**src/rtl/issue_rot_pkg.sv**
```systemverilog
package issue_rot_pkg;
  localparam int NUM_SIMD   = 4;
  localparam int SIMD_IDX_W = $clog2(NUM_SIMD);
  localparam int LANES      = 16;
  localparam int WAVE_ITEMS = 64;
  localparam int OCC_CYCLES = WAVE_ITEMS / LANES;
endpackage

```
**src/rtl/issue_turn_ctr.sv**
```systemverilog
module issue_turn_ctr #(
  parameter int N = 4,
  localparam int W = (N > 1) ? $clog2(N) : 1
) (
  input  logic         clk,
  input  logic         rst,
  output logic [W-1:0] turn
);
  always_ff @(posedge clk) begin
    if (rst) begin
      turn <= '0;
    end else if (turn == W'(N - 1)) begin
      turn <= '0;
    end else begin
      turn <= turn + 1'b1;
    end
  end
endmodule

```
**src/rtl/issue_age_pick.sv**
```systemverilog
module issue_age_pick #(
  parameter int SLOTS = 8,
  localparam int SW = (SLOTS > 1) ? $clog2(SLOTS) : 1
) (
  input  logic          clk,
  input  logic          rst,
  input  logic          alloc_en,
  input  logic [SW-1:0] alloc_slot,
  input  logic [SLOTS-1:0] elig,
  output logic          found,
  output logic [SW-1:0] win_idx
);
  // older_m[i][j] = 1 when slot i is older than slot j
  logic [SLOTS-1:0] older_m [SLOTS];
  logic [SLOTS-1:0] win_oh;

  always_ff @(posedge clk) begin
    if (rst) begin
      for (int i = 0; i < SLOTS; i++) begin
        for (int j = 0; j < SLOTS; j++) begin
          older_m[i][j] <= (i < j);
        end
      end
    end else if (alloc_en) begin
      for (int i = 0; i < SLOTS; i++) begin
        older_m[alloc_slot][i] <= 1'b0;
        older_m[i][alloc_slot] <= (SW'(i) != alloc_slot);
      end
    end
  end

  always_comb begin
    for (int i = 0; i < SLOTS; i++) begin
      win_oh[i] = elig[i];
      for (int j = 0; j < SLOTS; j++) begin
        if (elig[j] && older_m[j][i]) begin
          win_oh[i] = 1'b0;
        end
      end
    end
  end

  always_comb begin
    found   = |win_oh;
    win_idx = '0;
    for (int i = SLOTS - 1; i >= 0; i--) begin
      if (win_oh[i]) begin
        win_idx = SW'(i);
      end
    end
  end
endmodule

```
**src/rtl/issue_occ_track.sv**
```systemverilog
module issue_occ_track #(
  parameter int OCC = 4,
  localparam int CW = (OCC > 1) ? $clog2(OCC) : 1
) (
  input  logic clk,
  input  logic rst,
  input  logic fire,
  output logic free
);
  logic [CW-1:0] left;

  always_ff @(posedge clk) begin
    if (rst) begin
      left <= '0;
    end else if (fire) begin
      left <= CW'(OCC - 1);
    end else if (left != '0) begin
      left <= left - 1'b1;
    end
  end

  assign free = (left == '0);
endmodule

```
**src/rtl/issue_rot_top.sv**
```systemverilog
module issue_rot_top
  import issue_rot_pkg::*;
#(
  parameter int SLOTS   = 8,
  parameter int INSTR_W = 32,
  parameter int OCC     = OCC_CYCLES,
  localparam int SW     = (SLOTS > 1) ? $clog2(SLOTS) : 1,
  localparam int NW     = NUM_SIMD * SLOTS
) (
  input  logic                    clk,
  input  logic                    rst,
  input  logic [NW-1:0]           wave_ready,
  input  logic [NW*INSTR_W-1:0]   wave_instr,
  input  logic                    alloc_valid,
  input  logic [SIMD_IDX_W-1:0]   alloc_simd,
  input  logic [SW-1:0]           alloc_slot,
  output logic                    issue_valid,
  output logic [SIMD_IDX_W-1:0]   issue_simd,
  output logic [SW-1:0]           issue_wave,
  output logic [INSTR_W-1:0]      issue_instr
);
  logic [SIMD_IDX_W-1:0] turn;
  logic [NUM_SIMD-1:0]   occ_free;
  logic [NUM_SIMD-1:0]   pick_found;
  logic [SW-1:0]         pick_idx [NUM_SIMD];
  logic                  sel_found;
  logic [SW-1:0]         sel_slot;
  logic [SIMD_IDX_W+SW-1:0] sel_flat;

  issue_turn_ctr #(.N(NUM_SIMD)) u_turn (
    .clk (clk),
    .rst (rst),
    .turn(turn)
  );

  for (genvar s = 0; s < NUM_SIMD; s++) begin : g_simd
    logic [SLOTS-1:0] elig;
    logic             fire;

    assign elig = wave_ready[s*SLOTS +: SLOTS] & {SLOTS{occ_free[s]}};
    assign fire = sel_found && (turn == SIMD_IDX_W'(s));

    issue_age_pick #(.SLOTS(SLOTS)) u_pick (
      .clk       (clk),
      .rst       (rst),
      .alloc_en  (alloc_valid && (alloc_simd == SIMD_IDX_W'(s))),
      .alloc_slot(alloc_slot),
      .elig      (elig),
      .found     (pick_found[s]),
      .win_idx   (pick_idx[s])
    );

    issue_occ_track #(.OCC(OCC)) u_occ (
      .clk (clk),
      .rst (rst),
      .fire(fire),
      .free(occ_free[s])
    );
  end

  assign sel_found = pick_found[turn];
  assign sel_slot  = pick_idx[turn];
  assign sel_flat  = {turn, sel_slot};

  always_ff @(posedge clk) begin
    if (rst) begin
      issue_valid <= 1'b0;
      issue_simd  <= '0;
      issue_wave  <= '0;
      issue_instr <= '0;
    end else begin
      issue_valid <= sel_found;
      issue_simd  <= turn;
      issue_wave  <= sel_slot;
      issue_instr <= wave_instr[sel_flat*INSTR_W +: INSTR_W];
    end
  end
endmodule

```
**config.mk**
```make
export PLATFORM = sky130hd
export DESIGN_NAME = issue_rot_top
export DESIGN_NICKNAME = d
export VERILOG_FILES = /design/src/rtl/issue_rot_pkg.sv /design/src/rtl/issue_turn_ctr.sv /design/src/rtl/issue_age_pick.sv /design/src/rtl/issue_occ_track.sv /design/src/rtl/issue_rot_top.sv
export SDC_FILE = /design/constraint.sdc
export NUM_CORES = 1
export LEC_CHECK = 0
export BUFFER_PORTS_ARGS = -buffer_cell sky130_fd_sc_hd__buf_2
export CAP_MARGIN = 40
export CORE_AREA = 2 2 424 426
export DETAILED_ROUTE_END_ITERATION = 7
export DIE_AREA = 0 0 426 428
export GPL_TIMING_DRIVEN = 1
export PLACE_DENSITY_LB_ADDON = 0.25
export SYNTH_ARGS = -nofsm -noshare
export SYNTH_HDL_FRONTEND = slang
export SYNTH_SLANG_ARGS = --single-unit
```
**constraint.sdc**
```tcl
create_clock -name clk -period 5.7 [get_ports clk]
set_input_delay 1.71 -clock clk [delete_from_list [all_inputs] [get_ports clk]]
set_output_delay 1.71 -clock clk [all_outputs]
set_load 0.03 [all_outputs]
```
==> results of run 1 <==
[state kept, by name (all words and copies together) (netlist names)]
name	cells
issue_wave	3
issue_instr	32
g_simd.u_occ.left	8
issue_valid	1
issue_simd	2
u_turn.turn	2
g_simd.u_pick.older_m	256
[per-stage QoR]
step           power [uW]   util  instances  TNS, ns
6_report            10200  0.174       5991        0
3_3_place_gp         7270  0.164       5864   -11.77
5_1_grt             10700  0.174       5975        0
3_5_place_dp         7280  0.165       5872    -7.05
2_1_floorplan        4830      -       2349        0
4_1_cts             10300  0.174       5949        0
[cell type report]
class	count	area share
Inverter	15	0.00182
Tap cell	2355	0.0951
Timing Repair Buffer	1370	0.256
Antenna cell	42	0.00339
Multi-Input combinational cell	1828	0.397
Clock buffer	61	0.0408
Sequential cell	304	0.196
Clock inverter	16	0.00901
[worst max-delay path, delay by kind of cell]
family | cells | cell delay, ns
muxes | 1 | 0.49
AOI/OAI and AO/OA | 6 | 2.06
and+or+nand+nor | 3 | 0.38
buffers and inverters | 6 | 1.32
[power groups by stage]
stage               registers (uW)  clock network, uW  logic [uW]
floorplan                     2580                  0        2250
CTS                           2360               3090        4900
detailed placement            2400                  0        4880
global route                  2360               3150        5140
global placement              2410                  0        4860
finish                        2350               2960        4860
[metal layers]
| layer | vias to the layer above | GRT usage | wire length (um) |
|---|---|---|---|
| met5 | - | 0 | 582 |
| met4 | 88 | 0.0375 | 5180 |
| met3 | 314 | 0.0664 | 18000 |
| met2 | 1197 | 0.298 | 79400 |
| met1 | 11976 | 0.238 | 75100 |
| li1 | 11097 | - | - |
[kinds of logic (layout without fill, tap and decap cells)]
group / count (synthesis) / after routing / synth area share
AOI/OAI and AO/OA: 436 / 436 / 0.179
xor gates and xnor gates: 4 / 4 / 0.00182
adders and majority gates: 8 / 8 / 0.00521
buffers and inverters: 217 / 1462 / 0.0543
DFF: 304 / 304 / 0.316
muxes: 377 / 377 / 0.222
other: 0 / 42 / 0
and+or+nand+nor: 1003 / 1003 / 0.221
[Yosys cell counts (all sizes together), types with 21 or more instances]
| master | count | area (um^2) |
|---|---|---|
| a2111oi | 24 | 235 |
| a21o | 22 | 165 |
| a21oi | 47 | 235 |
| a221oi | 68 | 602 |
| a222oi | 32 | 320 |
| a22o | 21 | 184 |
| a22oi | 48 | 360 |
| a32oi | 44 | 385 |
| and2 | 31 | 194 |
| buf | 71 | 493 |
| clkbuf | 131 | 494 |
| dfxtp | 304 | 6090 |
| mux2i | 325 | 3250 |
| mux4 | 39 | 878 |
| nand2 | 312 | 1170 |
| nand2b | 26 | 163 |
| nand3 | 64 | 320 |
| nor2 | 465 | 1750 |
| nor3 | 35 | 180 |
| o221ai | 42 | 368 |
| o22ai | 54 | 338 |
[repair_timing]
item / in CTS / in global routing
setup endpoints to repair: 1 / 4
resized for setup: 1 / 4
setup buffers: 0 / 0
[worst paths after layout]
path / from / end / cells after the start
max: wave_ready[10] / issue_instr[18] / 16
max reg2reg: g_simd[3].u_occ.left[0] / issue_instr[18] / 17
min reg2reg: g_simd[0].u_pick.older_m[6][6] / g_simd[0].u_pick.older_m[6][6] / 2
min: g_simd[0].u_pick.older_m[6][6] / g_simd[0].u_pick.older_m[6][6] / 2
==> results.cfg, run 1 <==
[outcome]
status = complete, no violations

[power_and_ir_drop]
p_comb_frac = 0.478
clockPowerShare = 0.291
power_switching_uw = 4120
p_sw_frac = 0.405
leakagePower_uw = 0.0145
vdd_ir_drop_max_v = 0.000195
p_per_area_mw_per_mm2 = 328
pwr-share-seq = 0.231
p_int_uw = 6040

[final_layout]
final_cell_mix = buf_2, nor2_1, mux2i_1, nand2_1, dfxtp_1
layout.area.seq_mm2 = 0.00609
final_common_cell = buf_2
drive_above_1_share = 0.431
nets = 4633
design_area_mm2 = 0.0310
nFillCells = 20368
syn_to_final_growth_pct = 61.1
multiInputGateArea_mm2 = 0.0123

[route]
drt_iter0_markers = 2244
drtAntennaViolNets = 0
wl_um = 178000
first_pass_iters = 6
drc_errors = 0
num_vias = 24672
wire_per_inst_um = 29.7
viasPerCell = 4.12

[placed_design]
pre_cts_ws_ns = -0.664
io_buffers = 1101
dp_hpwl_um = 155000
place_area_mm2 = 0.0293
place_congestion = 0.997

[sta]
fmax_mhz = 181
fin_skew_ns = 0.0588
setup_viol = 0
min_period_ns = 5.51
tightest_slew_ns = 0.979
drv_slew = 0
layout_setup_ws_ns = 0.189
holdWs_ns = 0.439
finalHoldViolCount = 0
slew_headroom = 0.347
period_share = 0.967
grt_setup_unrepaired = no

[clock_tree]
clock_path_buffers = 3
hold_buffers = 0
cts_root_buf = clkbuf_16
cts_buffers = 42
clk_pin_slew_ns = 0.06
insertion_delay_ns = 0.63
cts_tree = built
h-tree-depth = 2
cts_sinks = 304

[critical_path]
cp_slowest_cell = a221oi_1
worst_setup_path_start_kind = primary input
cpPeakStageDelay_ns = 0.50
cp.required_ns = 6.20
crit_fanout = 19
crit_chain = buf_2 -> a222oi_1 -> nand3_1 -> o31ai_2 -> nor3b_1 -> a221oi_1 -> buf_4 -> a32o_4 -> buf_4 -> buf_12 -> buf_4 -> mux2i_2 -> o22ai_1 -> a2111oi_1 -> buf_1 -> nand3_1
cp-end-kind = flip-flop
worstPathArrival_ns = 6.01
reg2reg_slack_ns = 1.06
critical_path_class = in -> reg
cp_common_cell = buf_4

[synth]
syn_inst = 2349
yosysSeqAreaShare = 0.316
synth-seq-cells = 304
yosysWarningCount = 0
synth_async_sr_flop_share = 0
synth_edf_count = 0
synthFlopType = dfxtp_1
yosysUniqueCellTypes = 58
syn-cell-area_mm2 = 0.0192
syn-num-nets = 3421
syn-mean-instance-area_um2 = 8.19

[job]
maxCapViolations = 0

[floorplanning]
die_w_um = 426
fp.dieH_um = 428
start_util = 0.108
pin_count = 1102
rows = 155
dieArea_mm2 = 0.182
core_mm2 = 0.178

[grt]
grt.overflow.total = 0
grt_pass1_wl_um = 227000
grt_usage = 0.186
antenna_found_initial = 134
grt_max_degree = 44
grt_pass1_vias = 23797

[hold_path]
hold_class = reg -> reg
Power figures use the tool's default switching activity.
==> run 2, diff against run 1 <==
--- a/config.mk
+++ b/config.mk
@@ -7,9 +7,10 @@
 export LEC_CHECK = 0
 export BUFFER_PORTS_ARGS = -buffer_cell sky130_fd_sc_hd__buf_2
 export CAP_MARGIN = 40
-export CORE_AREA = 2 2 424 426
+export CORE_AREA = 2 2 432 434
+export CTS_BUF_LIST = sky130_fd_sc_hd__clkbuf_8
 export DETAILED_ROUTE_END_ITERATION = 7
-export DIE_AREA = 0 0 426 428
+export DIE_AREA = 0 0 434 436
 export GPL_TIMING_DRIVEN = 1
 export PLACE_DENSITY_LB_ADDON = 0.25
 export SYNTH_ARGS = -nofsm -noshare
==> run 2 against run 1 <==
Net effect: flip-flop and latch count did not move; clock skew increased by 0.0073 ns; first-iteration DRC count decreased by 21%; design area decreased by 0.50%; global-route usage decreased by 1.5 points; sequential power barely moved; worst setup slack gained 0.080 ns; largest cell class unchanged.
==> results.cfg, run 2 (same netlist as run 1, synthesis figures left out) <==
[final_layout]
final_common_cell = buf_2
largest_reg_flops = 256
nets = 4647
design_area_mm2 = 0.0308
top_regs = g_simd.u_pick.older_m x256, issue_instr x32, g_simd.u_occ.left x8
top_register = g_simd.u_pick.older_m
nFillCells = 21328
utilization = 0.167
drive_above_1_share = 0.428
final_cell_mix = buf_2, nor2_1, mux2i_1, nand2_1, dfxtp_1
syn_to_final_growth_pct = 60.3

[critical_path]
ff2ff_path_depth = 17
worst_setup_path_start_kind = primary input
cpPeakStageDelay_ns = 0.67
crit_fanout = 8
r2r-start = g_simd[1].u_occ.left[0]
cp_common_cell = buf_4
cp-end-kind = flip-flop
worstPathArrival_ns = 6.07
reg2reg_to = issue_instr[7]
cp.required_ns = 6.34
crit_chain = buf_2 -> a222oi_1 -> nand3_1 -> nor3_1 -> o21bai_1 -> a221oi_1 -> buf_4 -> a32o_4 -> buf_4 -> buf_4 -> buf_4 -> mux2i_1 -> buf_4 -> o22ai_1 -> a2111oi_0 -> buf_4 -> nand4_1
cp_slowest_cell = a2111oi_0
critical_path_class = in -> reg
reg2reg_slack_ns = 1.10

[sta]
fin_skew_ns = 0.0661
setup_viol = 0
grt_setup_unrepaired = no
fmax_mhz = 184
drv_slew = 0
finalHoldViolCount = 0
tightest_slew_ns = 0.881
min_period_ns = 5.43
slew_headroom = 0.410
period_share = 0.953

[clock_tree]
hold_buffers = 0
h-tree-depth = 2
post-cts-setup-buffers = 0
cts_root_buf = clkbuf_8
cts_tree = built
insertion_delay_ns = 0.77
cts_resized = 0
cts_sinks = 304
cts_buffers = 60
clock_path_buffers = 3
clk_pin_slew_ns = 0.06

[grt]
grt_pass1_wl_um = 218000
grt_max_degree = 89
grt.overflow.total = 0
grt_usage = 0.171
antenna_found_initial = 113
grt_pass1_vias = 24021

[route]
top_layer = met5
num_vias = 24380
first_pass_iters = 6
drt_iter0_markers = 1783
dr_wl_met2_um = 77000
routed-wl-met3_um = 16800
wire_per_inst_um = 27.6
m1WireLength_um = 70100
drc_errors = 0
wl_um = 169000
viasPerCell = 3.96
drtAntennaViolNets = 0

[hold_path]
hold_end = g_simd[2].u_pick.older_m[6][6]
holdPathStages = 2
hold_start = g_simd[2].u_pick.older_m[6][6]
hold_class = reg -> reg

[floorplanning]
rows = 158
dieArea_mm2 = 0.189
start_util = 0.104
die_w_um = 434
pin_count = 1102
fp.dieH_um = 436
core_mm2 = 0.185

[placed_design]
io_buffers = 1101
dp_hpwl_um = 146000
place_congestion = 0.988
place_area_mm2 = 0.0294

[power_and_ir_drop]
leakagePower_uw = 0.0145
vdd_ir_drop_max_v = 0.000165
p_per_area_mw_per_mm2 = 312

[outcome]
status = complete, no violations

[job]
maxCapViolations = 0
## run 2: changes by cell type in the layout (fill, tap and decap cells not counted), moves of 2 or more
| cell | change |
|---|---|
| clkbuf_1 | -5 |
| clkinv_16 | -2 |
| a2111oi_0 | +2 |
| inv_1 | +20 |
| clkbuf_8 | +55 |
| diode_2 | +10 |
| buf_12 | +3 |
| mux2i_2 | -2 |
| buf_4 | -5 |
| clkbuf_16 | -42 |
| mux2i_1 | +2 |
## run 2: worst max-delay path, delay by kind of cell
family | cells | cell delay (ns)
buffers and inverters | 7 | 1.27
multiplexers | 1 | 0.36
AND/OR/NAND/NOR | 3 | 0.75
AO/OA/AOI/OAI | 6 | 1.96
## run 2: final cells by class
class / count / area, um^2 / area share
Clock buffer: 69 / 950 / 0.0308
Tap cell: 2480 / 3100 / 0.101
Antenna cell: 52 / 130 / 0.00422
Multi-Input combinational cell: 1828 / 12300 / 0.398
Inverter: 15 / 56.3 / 0.00183
Clock inverter: 35 / 307 / 0.00995
Sequential cell: 304 / 6090 / 0.197
Timing Repair Buffer: 1366 / 7930 / 0.257
## run 2: power breakdown
part | leakage [uW] | switching (uW) | internal [uW] | total, uW
clock | 0.000714 | 1100 | 1330 | 2430
combinational | 0.0113 | 2830 | 2010 | 4840
sequential | 0.00247 | 75.7 | 2280 | 2350
## run 2: worst max path at each step
stage	startpoint	to	slack [ns]	cells after the start
global route	wave_ready[9]	issue_instr[18]	0.09	14
detailed placement	wave_ready[1]	issue_instr[7]	-0.66	16
CTS	wave_ready[1]	issue_instr[7]	0.19	16
global placement	wave_ready[9]	issue_instr[13]	-0.63	16
floorplan	wave_ready[10]	issue_instr[7]	1.07	15
finish	wave_ready[9]	issue_instr[7]	0.27	17
## run 2: metrics by stage
step           total power (uW)  std cells  setup WS, ns  hold WS, ns  setup TNS (ns)
3_3_place_gp               7300       5987        -0.633        0.424           -7.95
5_1_grt                   10200       6131        0.0884        0.461               0
3_5_place_dp               7300       5992        -0.662        0.425           -7.58
4_1_cts                    9820       6096         0.194        0.434               0
2_1_floorplan              4830       2349          1.07        0.407               0
6_report                   9620       6149         0.269        0.430               0
## run 2: metal layers
metal	up-vias	GRT usage
met3	275	0.0585
met4	66	0.0516
met1	11833	0.214
li1	11112	-
met5	-	0
met2	1094	0.273
